File: src/rtl/hpe_pkg.sv
package hpe_pkg;

    localparam int REG_W    = 8;
    localparam int NUM_EVT  = 2;
    localparam int BIT_A20  = 7;
    localparam int BIT_RSTF = 6;
    localparam int BIT_PDF  = 5;
    localparam int BIT_CTL  = 0;
    localparam int RSVD_W   = BIT_PDF - BIT_CTL - 1;

    // Index of each pin event inside the event vectors
    typedef enum int {
        EVT_BUSRST = 0,
        EVT_PWRDN  = 1
    } evt_idx_e;

    typedef struct packed {
        logic              a20;
        logic              rst_flag;
        logic              pd_flag;
        logic [RSVD_W-1:0] rsvd;
        logic              ctl;
    } stat_reg_t;

    typedef struct packed {
        logic             rd_hit;
        logic             wr_hit;
        logic [REG_W-1:0] wdata;
    } reg_access_t;

    function automatic logic [REG_W-1:0] flatten_reg(input stat_reg_t r);
        stat_reg_t t;
        t      = r;
        t.rsvd = '0;
        return t;
    endfunction

    function automatic int flag_bit_pos(input int evt);
        return (evt == EVT_BUSRST) ? BIT_RSTF : BIT_PDF;
    endfunction

endpackage

File: src/rtl/hpe_sync.sv
module hpe_sync #(
    parameter int   STAGES  = 2,
    parameter logic RST_VAL = 1'b1
) (
    input  logic clk,
    input  logic rst,
    input  logic d_i,
    output logic q_o
);
    logic [STAGES-1:0] shreg_q;

    always_ff @(posedge clk) begin
        if (rst) begin
            shreg_q <= {STAGES{RST_VAL}};
        end else begin
            shreg_q <= {shreg_q[STAGES-2:0], d_i};
        end
    end

    assign q_o = shreg_q[STAGES-1];

endmodule

File: src/rtl/hpe_fall_det.sv
module hpe_fall_det (
    input  logic clk,
    input  logic rst,
    input  logic lvl_i,
    output logic fall_o
);
    logic prev_q;

    always_ff @(posedge clk) begin
        if (rst) begin
            prev_q <= 1'b1;
        end else begin
            prev_q <= lvl_i;
        end
    end

    assign fall_o = prev_q & ~lvl_i;

    // a level held low never reports two edges in a row
    assert_no_double_edge_R10: assert property (@(posedge clk) disable iff (rst)
        fall_o |=> !fall_o);

endmodule

File: src/rtl/hpe_sticky_flag.sv
module hpe_sticky_flag (
    input  logic clk,
    input  logic rst,
    input  logic set_i,
    input  logic hard_clr_i,
    input  logic rd_hit_i,
    input  logic wr_hit_i,
    input  logic wr_bit_i,
    output logic flag_o
);
    logic flag_q;
    logic arm_q;
    logic sw_clr;
    logic flag_d;
    logic arm_d;

    always_comb begin
        sw_clr = wr_hit_i & arm_q & ~wr_bit_i;
        flag_d = set_i | (flag_q & ~(sw_clr | hard_clr_i));
        arm_d  = flag_d & ~wr_hit_i & (arm_q | (rd_hit_i & flag_q));
    end

    always_ff @(posedge clk) begin
        if (rst) begin
            flag_q <= 1'b0;
            arm_q  <= 1'b0;
        end else begin
            flag_q <= flag_d;
            arm_q  <= arm_d;
        end
    end

    assign flag_o = flag_q;

    assert_set_wins_R7: assert property (@(posedge clk) disable iff (rst)
        set_i |=> flag_q);

    assert_rise_from_edge_R3: assert property (@(posedge clk) disable iff (rst)
        $rose(flag_q) |-> $past(set_i));

    assert_unarmed_hold_R5: assert property (@(posedge clk) disable iff (rst)
        (flag_q && !arm_q && !hard_clr_i) |=> flag_q);

endmodule

File: src/rtl/hpe_flag_reg.sv
module hpe_flag_reg
    import hpe_pkg::*;
#(
    parameter int SYNC_STAGES = 2
) (
    input  logic             clk,
    input  logic             rst,
    input  logic             bus_rst_n_i,
    input  logic             pwr_dn_n_i,
    input  logic             a20_pin_i,
    input  logic             sw_rst_i,
    input  logic             ctl_en_i,
    input  logic             sel_i,
    input  logic             rd_i,
    input  logic             wr_i,
    input  logic [REG_W-1:0] wdata_i,
    output logic [REG_W-1:0] rdata_o,
    output logic             irq_o,
    output logic             host_ctl_o
);
    logic [NUM_EVT-1:0] pin_raw;
    logic [NUM_EVT-1:0] pin_sync;
    logic [NUM_EVT-1:0] pin_fall;
    logic [NUM_EVT-1:0] hard_clr;
    logic [NUM_EVT-1:0] flags;
    logic               a20_sync;
    logic               ctl_q;
    logic               irq_q;
    reg_access_t        acc;
    stat_reg_t          view;

    assign pin_raw[EVT_BUSRST] = bus_rst_n_i;
    assign pin_raw[EVT_PWRDN]  = pwr_dn_n_i;

    assign acc.rd_hit = sel_i & rd_i;
    assign acc.wr_hit = sel_i & wr_i;
    assign acc.wdata  = wdata_i;

    // Bus-reset flag has no extra clear; power-down flag is cleared by
    // a bus-reset edge or the software-reset level.
    assign hard_clr[EVT_BUSRST] = 1'b0;
    assign hard_clr[EVT_PWRDN]  = pin_fall[EVT_BUSRST] | sw_rst_i;

    for (genvar e = 0; e < NUM_EVT; e++) begin : g_evt
        hpe_sync #(.STAGES(SYNC_STAGES), .RST_VAL(1'b1)) u_sync (
            .clk (clk),
            .rst (rst),
            .d_i (pin_raw[e]),
            .q_o (pin_sync[e])
        );

        hpe_fall_det u_fall (
            .clk    (clk),
            .rst    (rst),
            .lvl_i  (pin_sync[e]),
            .fall_o (pin_fall[e])
        );

        hpe_sticky_flag u_flag (
            .clk        (clk),
            .rst        (rst),
            .set_i      (pin_fall[e]),
            .hard_clr_i (hard_clr[e]),
            .rd_hit_i   (acc.rd_hit),
            .wr_hit_i   (acc.wr_hit),
            .wr_bit_i   (acc.wdata[flag_bit_pos(e)]),
            .flag_o     (flags[e])
        );
    end

    hpe_sync #(.STAGES(SYNC_STAGES), .RST_VAL(1'b0)) u_a20_sync (
        .clk (clk),
        .rst (rst),
        .d_i (a20_pin_i),
        .q_o (a20_sync)
    );

    always_ff @(posedge clk) begin
        if (rst) begin
            ctl_q <= 1'b0;
            irq_q <= 1'b0;
        end else begin
            if (acc.wr_hit) begin
                ctl_q <= acc.wdata[BIT_CTL];
            end
            irq_q <= |flags;
        end
    end

    always_comb begin
        view          = '0;
        view.a20      = a20_sync;
        view.rst_flag = flags[EVT_BUSRST];
        view.pd_flag  = flags[EVT_PWRDN];
        view.ctl      = ctl_q;
    end

    assign rdata_o    = flatten_reg(view);
    assign irq_o      = irq_q;
    assign host_ctl_o = ctl_q & ctl_en_i;

    assert_irq_follows_R8: assert property (@(posedge clk) disable iff (rst)
        1'b1 |=> (irq_o == $past(rdata_o[BIT_RSTF] | rdata_o[BIT_PDF])));

    assert_pd_swclr_R6: assert property (@(posedge clk) disable iff (rst)
        (sw_rst_i && !pin_fall[EVT_PWRDN]) |=> !rdata_o[BIT_PDF]);

    assert_rsvd_zero_R2: assert property (@(posedge clk) disable iff (rst)
        rdata_o[BIT_PDF-1:BIT_CTL+1] == '0);

endmodule

File: config.mk
export PLATFORM = sky130hd
export DESIGN_NAME = hpe_flag_reg
export DESIGN_NICKNAME = d
export VERILOG_FILES = /design/src/rtl/hpe_pkg.sv /design/src/rtl/hpe_sync.sv /design/src/rtl/hpe_fall_det.sv /design/src/rtl/hpe_sticky_flag.sv /design/src/rtl/hpe_flag_reg.sv
export SDC_FILE = /design/constraint.sdc
export NUM_CORES = 1
export LEC_CHECK = 0
export ABC_AREA = 1
export BUFFER_PORTS_ARGS = -buffer_cell sky130_fd_sc_hd__buf_2
export CAP_MARGIN = 10
export CORE_UTILIZATION = 30
export CTS_CLUSTER_SIZE = 25
export DETAILED_ROUTE_END_ITERATION = 16
export GPL_TIMING_DRIVEN = 0
export PLACE_DENSITY = 0.54
export SLEW_MARGIN = 10
export SYNTH_ARGS = -nofsm -noshare
export SYNTH_HDL_FRONTEND = slang
export SYNTH_SLANG_ARGS = --single-unit
File: constraint.sdc
create_clock -name clk -period 0.9 [get_ports clk]
set_clock_uncertainty 0.15 [all_clocks]
set_input_delay 0.09 -clock clk [delete_from_list [all_inputs] [get_ports clk]]
set_output_delay 0.09 -clock clk [all_outputs]
set_load 0.02 [all_outputs]
Word-level counts from Yosys, hierarchy flattened
Index checks and enable logic that the tools add are counted.
Storage, ports and cells
  flip-flop bits (word level): 14
  input bits: 18
  output and inout bits: 10
  logic and storage cells: 42
Operators by class
  bitwise logic cells: 30
  reductions and logical operators: 1
Operators with widths (number)
  $and A1 B1 Y1: 17
  $not A1 Y1: 7
  $or A1 B1 Y1: 6
  $reduce_or A2 Y1: 1

Longest topological paths before layout
Gate-level depths: netlist (run 1).
  depth after elaboration: 9
  mapped depth: 5
  depth with buffers taken out: 5

By module
Synthesis (run 1) repeated with hierarchy kept, for this count alone.
Second synthesis, totals
  cell total of the unflattened synthesis: 86
  area total of the unflattened synthesis: 593.1 um2
Modules (own cells, without submodules)
  hpe_sticky_flag: times used 2, cells each 15, area an instance 96.3 um2, sequential area each 40.0 um2
  hpe_flag_reg: times used 1, cells each 24, area an instance 150.1 um2, sequential area each 40.0 um2
  hpe_sync at g_evt[0].u_sync ...: times used 2, cells each 7, area an instance 58.8 um2, sequential area each 40.0 um2
  hpe_fall_det: times used 2, cells each 6, area an instance 38.8 um2, sequential area each 20.0 um2
  hpe_sync at u_a20_sync: times used 1, cells each 6, area an instance 55.1 um2, sequential area each 40.0 um2

Worst setup path before layout (run 1)
Ideal clock, no wire load.
  path type: flip-flop to flip-flop
  start: register g_evt[1].u_flag.flag_q
  end: register g_evt[1].u_flag.arm_q
  setup time: 0.066 ns
  arrival time: 0.668 ns
  data required time: 0.684 ns
  path slack: 0.016 ns
  cell stages (with the launch flop): 5
  buffers on the path: 0
  clock period less this slack: 0.884 ns
  cells stage by stage: dfxtp_1 > inv_2 > o21ai_0 > nand2_1 > a21oi_2
On the way
  longest elaborated chain between the ends: 4
  elaborated cells on any way between the ends: 6
  classes of those cells: bitwise: 6
Ends and longest elaborated chain
  start, declared: line hpe_sticky_flag.sv:11  | logic flag_q;
  start signal, assigned: line hpe_sticky_flag.sv:28  | flag_q <= flag_d;
  $and A1 B1 Y1: line hpe_sticky_flag.sv:19  | flag_d = set_i | (flag_q & ~(sw_clr | hard_clr_i));
  $or A1 B1 Y1: line hpe_sticky_flag.sv:19
  $and A1 B1 Y1: line hpe_sticky_flag.sv:20  | arm_d = flag_d & ~wr_hit_i & (arm_q | (rd_hit_i & flag_q));
  $and A1 B1 Y1 (*): line hpe_sticky_flag.sv:20
  end signal, assigned: line hpe_sticky_flag.sv:29  | arm_q <= arm_d;
  end, declared: line hpe_sticky_flag.sv:12  | logic arm_q;
Every way passes the cells marked *; elsewhere a longest branch is shown, timed or not.
A chain may end at the register's enable or synchronous reset.

Worst setup path in the final report (run 1)
  start: register g_evt[0].u_flag.flag_q
  end: output rdata_o[6]
RTL lines
  start, declared: line hpe_sticky_flag.sv:11
  start signal, assigned: line hpe_sticky_flag.sv:28
  end, declared: line hpe_flag_reg.sv:17  | output logic [REG_W-1:0] rdata_o,
No word-level cell between the ends.

==> impl_metrics.csv, run 1 <==
group,metric,value,unit
floorplan,initial_core_util,32.77,%
clock_tree,clock-sinks,14,
timing,worst_slack,-177.6,ps
synthesis,synth_cell_types,18,
clock_tree,cts_root_buffer,"clkbuf_4",
setup_path,worst_setup_path_end_kind,"output port",
cells_and_area,fin_cells,124,
cells_and_area,syn_to_final_growth,51.30,%
synthesis,ys_seq_area_share,48.48,%
synthesis,synthTopCellsByCount,"dfxtp_1 (14), nand2_1 (11), buf_4 (8), inv_1 (8), nor2_1 (7)",
routing,routed_wl,982,µm
floorplan,die_y,45.90,µm
synthesis,synthTopCellsByArea,"dfxtp_1 (48%), buf_4 (10%), nand2_1 (7.1%)",
synthesis,yosysTopAreaCell,"dfxtp_1",
cells_and_area,final_cell_area,874.6,µm²
timing,fin_crit_sh,119.7,%
synthesis,yosysWarnings,0,
place,placed_cell_area,710.7,µm²
floorplan,die-area,2106,µm²
global_routing,overflow,0,
timing,rsz0062_at_grt,"true",
synthesis,synth_edf_count,0,
power_and_ir_drop,power_leakage,0.4143,nW
setup_path,cp.required,660,ps
timing,drv_slew,0,
flow_run,drv_cap,0,
cells_and_area,finalNetCount,119,
clock_tree,clk_pin_slew,80,ps
synthesis,muxShareOfSynthArea,0,%
place,portBuffers,18,
global_routing,gr-max-usage-layer,"met2",
run_status,violations,"negative hold slack, negative setup slack",
floorplan,num_rows,15,
synthesis,synth_area_per_cell,8.378,µm²
synthesis,async_reset_ff_share,0,%
timing,period_needed,1078,ps
place,gp_congestion,0.7277,
synthesis,synth_top_family_by_area,"simple AND/OR/NAND/NOR gates",
routing,first_pass_iters,2,
power_and_ir_drop,power.density,1380,nW/µm²
setup_path,crit_path_start,"g_evt[0].u_flag.flag_o",
setup_path,crit_type,"register to output port",
global_routing,grt_pass1_vias,390,
setup_path,critPathLaunchType,"register",
synthesis,yosysTopAreaCellShare,48.48,%
place,hpwl,674.4,µm
synthesis,synth_compound_area_share,9.524,%
timing,setup_viol,10,
setup_path,r2r_start,"g_evt[1].u_flag.flag_o",
floorplan,core_area,1764,µm²
synthesis,synth_area,578.1,µm²
synthesis,synth.most_common_cell,"dfxtp_1",
timing,max_freq,928.0,MHz
timing,fin_hold_ws,-161.9,ps
clock_tree,cts_buffers,3,
min_path,hp-start,"bus_rst_n_i",
run_status,status,"complete, but fails checks",
setup_path,cpMostUsedCell,"buf_6",
cells_and_area,antenna_cells,0,
clock_tree,cts_max_path_buffers,2,
setup_path,crit_fanout,2,
global_routing,grt_pass1_wl,1.476,mm
power_and_ir_drop,p_total,1.207,mW
cells_and_area,multi_input_area,215.2,µm²
global_routing,globalRouteTotalUtil,10.38,%
global_routing,met3_usage,3.571,%
setup_path,crit_chain,"buf_6 -> buf_6",
global_routing,use_met2,17.18,%
timing,final_hold_viol_count,11,
min_path,hold_path_class,"input pin to register",
routing,drc_errors,0,
cells_and_area,fin_util,49.57,%
floorplan,io_pins,28,
routing,wire_per_inst,7.919,µm
clock_tree,cts_tree,"yes",
routing,drt_iter0_markers,3,
setup_path,worst-path-buf-inv,2,
cells_and_area,final.fill_count,193,
synthesis,synth_flop_cell,"dfxtp_1",
global_routing,use_met1,10.95,%
setup_path,slowest_delay,340,ps
clock_tree,h-tree-depth,1,
floorplan,die_w,45.90,µm
synthesis,synthSimpleGateAreaFrac,21.65,%
routing,routed_via_density,3.815,
synthesis,ys_ff_latch,14,
routing,postRouteAntennaNets,0,
power_and_ir_drop,ir_drop,0.8271,mV
synthesis,synth-xor-area-share,0,%
synthesis,syn_inst,69,
cells_and_area,drive_above_1_share,59.60,%
setup_path,critPathSlowestCell,"dfxtp_2",
place,dp.cells,115,
global_routing,grt_max_degree,11,
global_routing,antenna_found_initial,0,
cells_and_area,regArea,290.3,µm²
routing,vias,473,
setup_path,cp_data_arrival_time,840,ps
synthesis,synth_fa_ha_area_share,0,%
clock_tree,clk_latency,270,ps
setup_path,critPathTopFamily,"flip-flops",
[logic make-up (layout without fill, tap and decap cells)]
logic type	Yosys count	after routing
AND/OR/NAND/NOR	26	26
buffers and inverters	20	47
flip-flops	14	14
AO/OA/AOI/OAI	8	8
other	1	4
[cell usage in the layout, fill, tap and decap left out, drive strengths merged]
cell and instances:
buf 31, dfxtp 14, nand2 12, inv 10, nor2 8, a21oi 5, or2 4, conb 4
clkbuf 3, o21ai 3, dlygate4sd3 2, nand3 2, clkinv 1
[registers in the layout, indices dropped and copies added, names as in the netlist]
signal,cells
g_evt.u_fall.prev_q,2
g_evt.u_flag.flag_o,2
g_evt.u_flag.arm_q,2
ctl_q,1
u_a20_sync.shreg_q,2
irq_o,1
g_evt.u_sync.shreg_q,4
[report_power, final]
part / internal (mW) / switching (mW) / leakage (nW)
Clock: 0.155 / 0.187 / 0.0138
Sequential: 0.646 / 0.0120 / 0.118
Combinational: 0.111 / 0.0965 / 0.283
[per-layer routing]
layer  part of all wire (%)  wire length (µm)
met5                      0                 0
met4                   0.51                 5
met3                    7.5                74
met2                     50               495
met1                     41               406
[per-stage QoR]
step	hold WS (ps)	setup slack [ps]	setup TNS, ps
6_report	-161.9	-177.6	-915.4
5_1_grt	-161.4	-233.3	-1325
4_1_cts	-166.2	-192.4	-969.2
3_5_place_dp	125.5	-58.77	-70.81
3_3_place_gp	116.5	-26.66	-41.20
2_1_floorplan	37.14	16.43	0
[layout make-up]
class | instances | share of cell area [%]
buffer | 8 | 8.584
tap | 25 | 3.577
multi-input combinational | 38 | 24.61
inverter | 11 | 5.436
timing repair buffer | 25 | 22.03
clock buffer | 3 | 2.575
sequential | 14 | 33.19
[final timing paths]
| path | end | slack (ps) | depth (start not counted) |
|---|---|---|---|
| max | rdata_o[6] | -180 | 2 |
| min | g_evt[0].u_sync.shreg_q[0] | -160 | 2 |
| max reg2reg | g_evt[1].u_flag.arm_q | -60 | 5 |
| min reg2reg | u_a20_sync.shreg_q[1] | 250 | 2 |
[worst reg2reg max path: cells and delay by family, from the launching register on]
kind	cells	cell delay (ps)
AO/OA/AOI/OAI	1	130
AND/OR/NAND/NOR	2	140
buffers and inverters	2	140
flip-flops	1	340
[repair_timing]
action	CTS	global route
hold buffers	1	1
setup endpoints to repair	8	10
endpoints found under the hold margin	12	10
pin swaps	6	10
gates resized for setup	29	9
buffers inserted	3	2
cloned	0	0
No activity file was read; power rests on OpenSTA's default activity.
==> run 2: changes to the inputs <==
--- a/config.mk
+++ b/config.mk
@@ -17,3 +17,4 @@
 export SYNTH_ARGS = -nofsm -noshare
 export SYNTH_HDL_FRONTEND = slang
+export SYNTH_HIERARCHICAL = 1
 export SYNTH_SLANG_ARGS = --single-unit
==> constraint.sdc (replaced) <==
create_clock -name clk -period 0.9 [get_ports clk]
set_clock_uncertainty 0.15 [all_clocks]
set_input_delay 0.045 -clock clk [delete_from_list [all_inputs] [get_ports clk]]
set_output_delay 0.045 -clock clk [all_outputs]
set_load 0.02 [all_outputs]
==> impl_metrics.csv, run 2 <==
group,metric,value,unit
synthesis,synth_fa_ha_area_share,0,%
clock_tree,clk_latency,270,ps
floorplan,core_area,1783,µm²
synthesis,synth_top_family_by_area,"buffers and inverters",
synthesis,yosysTopAreaCell,"dfxtp_1",
cells_and_area,syn_to_final_growth,55.49,%
timing,rsz0062_at_grt,"true",
clock_tree,cts_max_path_buffers,2,
power_and_ir_drop,p_sw_share,23.08,%
power_and_ir_drop,intPower,0.9942,mW
synthesis,synthSimpleGateAreaFrac,24.47,%
clock_tree,cts_buffers,3,
timing,drv_slew,0,
run_status,violations,"negative hold slack, negative setup slack",
clock_tree,clk_pin_slew,80,ps
cells_and_area,final_cell_mix,"inv_1 (25), nand2_1 (12), buf_2 (12)",
global_routing,grt_max_degree,11,
routing,postRouteAntennaNets,0,
power_and_ir_drop,clkPwrFrac,33.8,%
cells_and_area,finalNetCount,139,
synthesis,async_reset_ff_share,0,%
clock_tree,postCtsHoldBufs,9,
routing,routed_via_density,3.448,
synthesis,muxShareOfSynthArea,0,%
synthesis,ys_seq_area_share,47.26,%
setup_path,crit_fanout,2,
synthesis,synthTopCellsByArea,"dfxtp_1 (47%), inv_1 (17%), nand2_1 (10%)",
synthesis,synth_edf_count,0,
global_routing,overflow,0,
floorplan,die-area,2159,µm²
synthesis,synth_cell_types,13,
setup_path,crit_type,"register to register",
routing,wire_per_inst,6.669,µm
floorplan,num_rows,15,
timing,period_needed,1135,ps
place,gp_congestion,0.6569,
power_and_ir_drop,p_switching,0.2984,mW
place,portBuffers,18,
synthesis,yosysWarnings,6,
setup_path,critPathLaunchType,"register",
min_path,hold_path_class,"input pin to register",
cells_and_area,regMostFlops,"g_evt.u_sync/shreg_q",
power_and_ir_drop,sequentialPowerShare,50.5,%
cells_and_area,drive_above_1_share,40.00,%
synthesis,ys_ff_latch,14,
synthesis,synth_area_per_cell,6.896,µm²
timing,setup_viol,10,
global_routing,antenna_found_initial,0,
power_and_ir_drop,ir_drop,1.397,mV
routing,drt_iter0_markers,1,
floorplan,die_y,46.46,µm
floorplan,initial_core_util,33.26,%
cells_and_area,layout_commonest_cell,"inv_1",
floorplan,die_w,46.46,µm
power_and_ir_drop,power_leakage,0.5374,nW
run_status,status,"complete, but fails checks",
timing,worst_slack,-235.0,ps
setup_path,cp.required,970,ps
flow_run,drv_cap,0,
clock_tree,cts_root_buffer,"clkbuf_4",
cells_and_area,antenna_cells,0,
clock_tree,clock-sinks,14,
global_routing,grt_pass1_vias,391,
power_and_ir_drop,power_frac_comb,15.7,%
synthesis,syn_inst,86,
timing,final_hold_viol_count,6,
global_routing,globalRouteTotalUtil,9.815,%
routing,vias,500,
synthesis,synth_flop_cell,"dfxtp_1",
setup_path,worst_setup_path_end_kind,"register",
place,dp.cells,133,
setup_path,cp_data_arrival_time,1200,ps
synthesis,synth-xor-area-share,0,%
synthesis,synth_compound_area_share,1.688,%
timing,fin_crit_sh,126.1,%
global_routing,grt_pass1_wl,1.386,mm
clock_tree,h-tree-depth,1,
synthesis,synth_area,593.1,µm²
place,hpwl,662.3,µm
routing,first_pass_iters,3,
synthesis,synth.most_common_cell,"inv_1",
clock_tree,cts_tree,"yes",
cells_and_area,fin_cells,145,
power_and_ir_drop,power.density,1402,nW/µm²
synthesis,synthTopCellsByCount,"inv_1 (27), nand2_1 (16), dfxtp_1 (14)",
timing,max_freq,881.0,MHz
timing,fin_hold_ws,-89.98,ps
floorplan,io_pins,28,
synthesis,yosysTopAreaCellShare,47.26,%
cells_and_area,largest_reg_flops,4,
routing,drc_errors,0,
routing,routed_wl,967,µm
==> run 2: cell count changes after synthesis, sizes merged, moves of 3 or more <==
cell and delta:
a21oi -3, nor2 +4, buf -3, inv +19, o21ai -3, nand2 +5
==> run 2: area by class of cell <==
type | instances | area (µm²)
timing repair buffer | 27 | 215.2
sequential | 14 | 292.8
tap | 25 | 31.28
fill | 191 | 860.8
inverter | 29 | 108.9
buffer | 5 | 41.29
multi-input combinational | 41 | 196.4
clock buffer | 4 | 36.28
==> run 2: cells by family after synthesis <==
| family | count (synthesis) |
|---|---|
| buffers and inverters | 35 |
| other | 1 |
| AND/OR/NAND/NOR | 34 |
| flip-flops | 14 |
| AO/OA/AOI/OAI | 2 |
==> run 2: worst paths after layout <==
check,start,to,slack [ps],depth (start not counted)
worst max register to register,g_evt[0].u_sync/shreg_q[1],g_evt[1].u_flag/arm_q,-240,7
worst min register to register,u_a20_sync/shreg_q[0],u_a20_sync/shreg_q[1],250,2
worst min-delay path,rst,u_a20_sync/shreg_q[1],-90,2
worst max-delay path,g_evt[0].u_sync/shreg_q[1],g_evt[1].u_flag/arm_q,-240,7
==> run 2: per-layer routing <==
| layer | share of wire, % | GRT usage (%) | routed length (µm) | up-vias |
|---|---|---|---|---|
| met4 | 0 | 3.529 | 0 | 0 |
| met5 | 0 | 0 | 0 | - |
| met1 | 50 | 9.693 | 479 | 196 |
| met3 | 5.1 | 5.882 | 49 | 0 |
| met2 | 45 | 16.67 | 438 | 14 |
| li1 | - | - | - | 290 |
==> run 2: per-stage QoR <==
stage	worst slack [ps]	util (%)	instance area [µm²]	TNS [ps]	power, mW
after floorplan	-215.1	-	616.8	-409.1	0.7663
after global placement	-252.8	41.40	738.2	-510.2	0.8137
after detailed placement	-264.4	41.40	738.2	-541.3	0.8170
after CTS	-250.9	51.51	918.4	-1104	1.320
after global routing	-307.0	51.72	922.1	-1402	1.368
final	-235.0	51.72	922.1	-904.6	1.293
==> run 2: repair_timing <==
action | in CTS | in global routing
endpoints found under the hold margin | 12 | 5
pin swaps | 8 | 4
endpoints found under the setup margin | 10 | 11
gates resized for setup | 20 | 7
setup buffers | 1 | 0
==> run 2: critical path, cell delays in order (launching register included) <==
cell and delay (ps):
dfxtp_1 340, nor2_2 50, or2_4 230, nor2_4 60, nand2_1 50, nand2_1 70
nand2_2 60, nor2_2 60
==> run 2: power by group through the flow <==
| stage | sequential, mW | clock, mW | combinational (mW) |
|---|---|---|---|
| detailed placement | 0.665 | 0 | 0.152 |
| global placement | 0.665 | 0 | 0.149 |
| global route | 0.656 | 0.488 | 0.224 |
| finish | 0.653 | 0.437 | 0.203 |
| floorplan | 0.671 | 0 | 0.0958 |
| CTS | 0.655 | 0.464 | 0.202 |
